**config.mk**
```make
export PLATFORM = sky130hd
export DESIGN_NAME = search_master
export DESIGN_NICKNAME = d
export VERILOG_FILES = /design/src/rtl/search_master.sv
export SDC_FILE = /design/constraint.sdc
export NUM_CORES = 1
export LEC_CHECK = 0
export ABC_CLOCK_PERIOD_IN_PS = 5310
export BUFFER_PORTS_ARGS = -buffer_cell sky130_fd_sc_hd__buf_2
export CAP_MARGIN = 40
export CORE_ASPECT_RATIO = 0.8
export CORE_MARGIN = 3
export CORE_UTILIZATION = 53
export CTS_CLUSTER_DIAMETER = 30
export DETAILED_ROUTE_END_ITERATION = 12
export PLACE_DENSITY_LB_ADDON = 0.25
export SYNTH_ARGS = -nofsm -noshare
export SYNTH_HDL_FRONTEND = slang
export SYNTH_SLANG_ARGS = --single-unit
```
**constraint.sdc**
```tcl
create_clock -name clk -period 5.31 [get_ports clk]
set_input_delay 0.531 -clock clk [delete_from_list [all_inputs] [get_ports clk]]
set_output_delay 0.531 -clock clk [all_outputs]
set_load 0.005 [all_outputs]
```
**src/rtl/search_master.sv**
```systemverilog
module search_master #(
  parameter int ID_BITS      = 64,
  parameter int STD_RST_LOW  = 48,
  parameter int STD_PRES_AT  = 8,
  parameter int STD_RST_LEN  = 40,
  parameter int STD_SLOT     = 12,
  parameter int STD_LOW0     = 8,
  parameter int STD_LOW1     = 1,
  parameter int STD_SAMP     = 4,
  parameter int OD_RST_LOW   = 24,
  parameter int OD_PRES_AT   = 4,
  parameter int OD_RST_LEN   = 20,
  parameter int OD_SLOT      = 8,
  parameter int OD_LOW0      = 5,
  parameter int OD_LOW1      = 1,
  parameter int OD_SAMP      = 2
) (
  input  logic               clk,
  input  logic               rst_n,
  input  logic               start,
  input  logic               next,
  input  logic               overdrive,
  input  logic               bus_in,
  output logic               bus_pull,
  output logic               busy,
  output logic [ID_BITS-1:0] id_out,
  output logic               id_valid,
  output logic               all_found,
  output logic               no_dev
);
  localparam int PB = $clog2(ID_BITS);
  localparam int PW = $clog2(ID_BITS + 1);
  localparam int M1 = (STD_RST_LOW > STD_RST_LEN) ? STD_RST_LOW : STD_RST_LEN;
  localparam int M2 = (OD_RST_LOW > OD_RST_LEN) ? OD_RST_LOW : OD_RST_LEN;
  localparam int CW = $clog2(((M1 > M2) ? M1 : M2) + 1);
  localparam logic [7:0] CMD = 8'hF0;

  typedef enum logic [1:0] {S_IDLE, S_RLOW, S_RWAIT, S_SLOT} st_t;
  st_t st;

  logic [CW-1:0]      cnt;
  logic               od, cmd_ph, rb_t, rb_c, pres;
  logic [PB-1:0]      pos;
  logic [1:0]         sub;
  logic [ID_BITS-1:0] rom;
  logic [PW-1:0]      last_disc, last_zero;

  wire [CW-1:0] t_rlow = od ? CW'(OD_RST_LOW - 1) : CW'(STD_RST_LOW - 1);
  wire [CW-1:0] t_pres = od ? CW'(OD_PRES_AT)     : CW'(STD_PRES_AT);
  wire [CW-1:0] t_rlen = od ? CW'(OD_RST_LEN - 1) : CW'(STD_RST_LEN - 1);
  wire [CW-1:0] t_slot = od ? CW'(OD_SLOT - 1)    : CW'(STD_SLOT - 1);
  wire [CW-1:0] t_low0 = od ? CW'(OD_LOW0)        : CW'(STD_LOW0);
  wire [CW-1:0] t_low1 = od ? CW'(OD_LOW1)        : CW'(STD_LOW1);
  wire [CW-1:0] t_samp = od ? CW'(OD_SAMP)        : CW'(STD_SAMP);

  wire [PW-1:0] n        = PW'(pos) + PW'(1);
  wire          conflict = !rb_t && !rb_c;
  wire          dir      = conflict ? ((n < last_disc) ? rom[pos] : (n == last_disc)) : rb_t;
  wire [PW-1:0] zero_nx  = (conflict && !dir) ? n : last_zero;
  wire          is_write = cmd_ph || (sub == 2'd2);
  wire          wbit     = cmd_ph ? CMD[pos[2:0]] : dir;
  wire [CW-1:0] low_len  = (is_write && !wbit) ? t_low0 : t_low1;

  assign busy     = (st != S_IDLE);
  assign bus_pull = (st == S_RLOW) || ((st == S_SLOT) && (cnt < low_len));
  assign id_out   = rom;

  always_ff @(posedge clk or negedge rst_n) begin
    if (!rst_n) begin
      st <= S_IDLE; cnt <= '0; od <= 1'b0; cmd_ph <= 1'b0; pos <= '0; sub <= '0;
      rb_t <= 1'b0; rb_c <= 1'b0; pres <= 1'b0; rom <= '0;
      last_disc <= '0; last_zero <= '0;
      id_valid <= 1'b0; all_found <= 1'b0; no_dev <= 1'b0;
    end else begin
      id_valid <= 1'b0;
      case (st)
        S_IDLE: if (start || (next && !all_found)) begin
          od <= overdrive; no_dev <= 1'b0; pres <= 1'b0; cnt <= '0; st <= S_RLOW;
          if (start) begin last_disc <= '0; all_found <= 1'b0; end
        end
        S_RLOW: if (cnt == t_rlow) begin cnt <= '0; st <= S_RWAIT; end
                else cnt <= cnt + 1'b1;
        S_RWAIT: begin
          if (cnt == t_pres) pres <= !bus_in;
          if (cnt == t_rlen) begin
            cnt <= '0;
            if (!pres) begin no_dev <= 1'b1; st <= S_IDLE; end
            else begin
              st <= S_SLOT; cmd_ph <= 1'b1; pos <= '0; sub <= '0; last_zero <= '0;
            end
          end else cnt <= cnt + 1'b1;
        end
        S_SLOT: begin
          if (!is_write && cnt == t_samp) begin
            if (sub == 2'd0) rb_t <= bus_in;
            else             rb_c <= bus_in;
          end
          if (cnt == t_slot) begin
            cnt <= '0;
            if (cmd_ph) begin
              if (pos == PB'(7)) begin cmd_ph <= 1'b0; pos <= '0; end
              else pos <= pos + 1'b1;
            end else if (sub == 2'd0) sub <= 2'd1;
            else if (sub == 2'd1) begin
              if (rb_t && rb_c) begin no_dev <= 1'b1; st <= S_IDLE; end
              else sub <= 2'd2;
            end else begin
              rom[pos]  <= dir;
              last_zero <= zero_nx;
              sub       <= 2'd0;
              if (pos == PB'(ID_BITS - 1)) begin
                st        <= S_IDLE;
                id_valid  <= 1'b1;
                last_disc <= zero_nx;
                all_found <= (zero_nx == '0);
              end else pos <= pos + 1'b1;
            end
          end else cnt <= cnt + 1'b1;
        end
        default: st <= S_IDLE;
      endcase
    end
  end

  p_idle_quiet_r1: assert property (@(posedge clk) disable iff (!rst_n)
    !busy |-> !bus_pull);
  p_nodev_ends_pass_r3: assert property (@(posedge clk) disable iff (!rst_n)
    $rose(no_dev) |-> !busy);
  p_read_released_r5: assert property (@(posedge clk) disable iff (!rst_n)
    (st == S_SLOT && !is_write && cnt == t_samp) |-> !bus_pull);
  p_abort_no_id_r8: assert property (@(posedge clk) disable iff (!rst_n)
    no_dev |-> !id_valid);
  p_valid_pulse_r9: assert property (@(posedge clk) disable iff (!rst_n)
    id_valid |=> !id_valid);
  p_done_with_id_r10: assert property (@(posedge clk) disable iff (!rst_n)
    $rose(all_found) |-> id_valid);
endmodule

```
==> results.md <==
* Final net count at 677
* Clock latency at the later pin of the worst-skew pair at 0.35 ns
* Via density at 6.18
* Initial core utilization at 55.9%
* Initial antenna violation count at 0
* Largest net degree at the start of global routing at 65
* Crit path max fanout at 3
* Most common cell on crit path: ha_1
* Share of flip-flops with an asynchronous set or reset at 100%
* DR pass1 iterations at 5
* Root buffer cell: clkbuf_16
* Total gr overflow at 0
* Routed wire length at 15400 um
* Final HPWL DP at 11200 um
* # diodes at 0
* Seq cells post-synth at 102
* Run status: complete, no violations
* CP Class: reg -> out
* First-pass GRT wire length at 24800 um
* Full die area at 12400 um^2
* Floorplan core area at 10500 um^2
* Worst path max stage delay at 0.44 ns
* Max Cap Violations at 0
* # IOs at 75
* Via Count at 4965
* EDFF count, synth at 0
* # rows at 33
* DRC at 0
* RSZ-0062 raised after global routing: no
* Htree depth at 3
* Placed cell areas at 6410 um^2
* Hold Fails Final Rpt at 0
* Cell area after synthesis at 5880 um^2
* Setup Skew at 0.00862 ns
* Slew HR at 39.7%
* Most instantiated cells after synthesis: dfrtp_1, nand2_1, mux2_2, nor2_1, o21ai_0
* Slew @ Worst Pin at 0.898 ns
* Crit path arrival time at 4.48 ns
* Fmax at 0.200 GHz
* Dominant cell type by area after synthesis: dfrtp_1
* Post-CTS Setup Inserts at 0
* Slew Limit Fails at 0
* Clock-pin slew on the worst setup and hold paths at 0.07 ns
* Critical path startpoint category: flip-flop
* Fin crit share at 94.3%
* Worst vdd ir at 0.000267 V
* Ys flop type: dfrtp_1
* Synth warn at 0
* Min Tclk post-route at 5.01 ns
* Synth Net Count at 613
* CTS tree: built
* Worst-case clock buffer depth at 2
* Tot GR Track Use at 25.6%
* CTS Buf Count at 9
* Antenna Nets Post-Route at 0
* Library cells used by synthesis at 65
* Vias in the first global route at 4714
* Synthesized instance count at 595
* Setup TNS Final at 0 ns
* Share of cells above drive strength 1 at 29.1%
* Fin area at 6730 um^2
* Top post-synthesis cells by area: dfrtp_1, mux2_2, nand2_1
* Dpl ws at 0.233 ns
* Seq/Total Area, Yosys at 43.4%
* Hold WS at 0.0659 ns
* Hold Crit Class: in -> async
* Die Wd at 124 um
* Critical Path RT at 4.78 ns
* Pleak at 3.17 nW
* Share of the synthesized area in the top cell type at 43.4%
* Critical Path Sink Type: output pin
* Hold_buf cts at 0
* Layout area overhead at 14.4%
* Mean Syn Cell Area at 9.89 um^2
* Number of setup violations in the final report at 0
* RePlAce Congestion at 0.898
* Clock Sink Count at 102
* Post-route setup slack at 0.303 ns
* Crit-path cells: ha_1 > nand3_1 > xor2_1 > inv_1 > ha_1 > a21oi_1 > o21ai_0 > or3_4 > nor4_4 > a21oi_4 > nor3_4 > o21bai_1 > ha_1 > a2111oi_2 > o21ai_1 > or4_1 > o21ai_1 > buf_2
* Power density over the cells at 400 nW/um^2
* Most frequent cell after synthesis: dfrtp_1
* Die height at 100 um
* IO Port Bufs at 74
* DR WL/cell at 19.1 um
* Critical-path top delay cell: or4_1
* Iter 0 DRT Violations at 534
cell type report:
cell class,instances,area [um^2]
timing repair buffer,91,533
clock buffer,11,243
tap,140,175
multi-input combinational,435,3110
fill,888,3800
sequential,102,2550
inverter,20,75.1
clock inverter,5,35.0
timing repair:
| item | CTS | global route |
|---|---|---|
| hold endpoints to repair | 0 | 0 |
| setup endpoints to repair | 1 | 1 |
| resized for setup | 4 | 8 |
critical path: cells and delay by family (launching register included):
family / cells / cell delay, ns
DFF: 1 / 0.43
AOI/OAI and AO/OA: 7 / 1.03
adders and majority gates: 3 / 0.87
xor gates and xnor gates: 1 / 0.21
and+or+nand+nor: 5 / 1.35
buffers and inverters: 2 / 0.22
flip-flops by register name, indices dropped and copies added (netlist names):
| register | flops |
|---|---|
| pos | 6 |
| pres | 1 |
| cmd_ph | 1 |
| no_dev | 1 |
| cnt | 6 |
| last_disc | 7 |
| id_out | 64 |
| id_valid | 1 |
| st | 2 |
| rb_t | 1 |
| od | 1 |
| all_found | 1 |
| last_zero | 7 |
| rb_c | 1 |
| sub | 2 |
power by group:
group	internal [W]	switching, W
clock network	0.000331	0.000293
logic	0.000380	0.000712
registers	0.000845	0.000133
logic make-up after synthesis:
kind of cell	share of synthesized area (%)
AOI/OAI and AO/OA	12.9
xor gates and xnor gates	0.596
adders and majority gates	2.55
buffers and inverters	4.57
DFF	43.4
muxes	17.6
and+or+nand+nor	18.4
cell usage in the layout, fill, tap and decap left out, types with 6 or more instances in the layout:
| master | n |
|---|---|
| and2_1 | 6 |
| ha_1 | 12 |
| o31ai_1 | 7 |
| clkbuf_16 | 9 |
| nand3_1 | 16 |
| nor2b_1 | 6 |
| nand2b_1 | 9 |
| a22o_1 | 12 |
| o21ai_0 | 25 |
| mux2_2 | 68 |
| dfrtp_1 | 100 |
| nor2_1 | 55 |
| inv_1 | 20 |
| nand2_1 | 80 |
| a21oi_1 | 22 |
| buf_4 | 16 |
| buf_2 | 73 |
| mux2i_1 | 12 |
| nor3_1 | 9 |
final timing paths:
check | from | endpoint | slack (ns) | depth (start not counted)
setup reg to reg | pos[2] | last_zero[2] | 1.90 | 9
min in group clk | overdrive | od | 0.40 | 3
hold / removal | rst_n | cnt[2] | 0.07 | 1
max in group asynchronous | rst_n | pos[2] | 4.24 | 3
setup / recovery | pos[0] | bus_pull | 0.30 | 18
hold reg to reg | last_disc[4] | last_disc[4] | 0.48 | 2
routing by layer:
metal	vias to the layer above	share of wire (%)	wire length (um)	track usage [%]
li1	2273	-	-	-
met1	2480	47	7160	39.4
met2	188	44	6820	36.7
met3	24	7.7	1180	5.63
met4	0	1.3	195	6.21
met5	-	0	0	0
stage by stage:
step	total power, W	cells	utilization (%)
final	0.00269	804	63.9
after global routing	0.00286	804	63.9
after global placement	0.00198	785	60.5
after detailed placement	0.00202	788	60.9
after CTS	0.00266	804	63.7
after floorplan	0.00175	595	-
No activity file was read; power rests on OpenSTA's default activity.
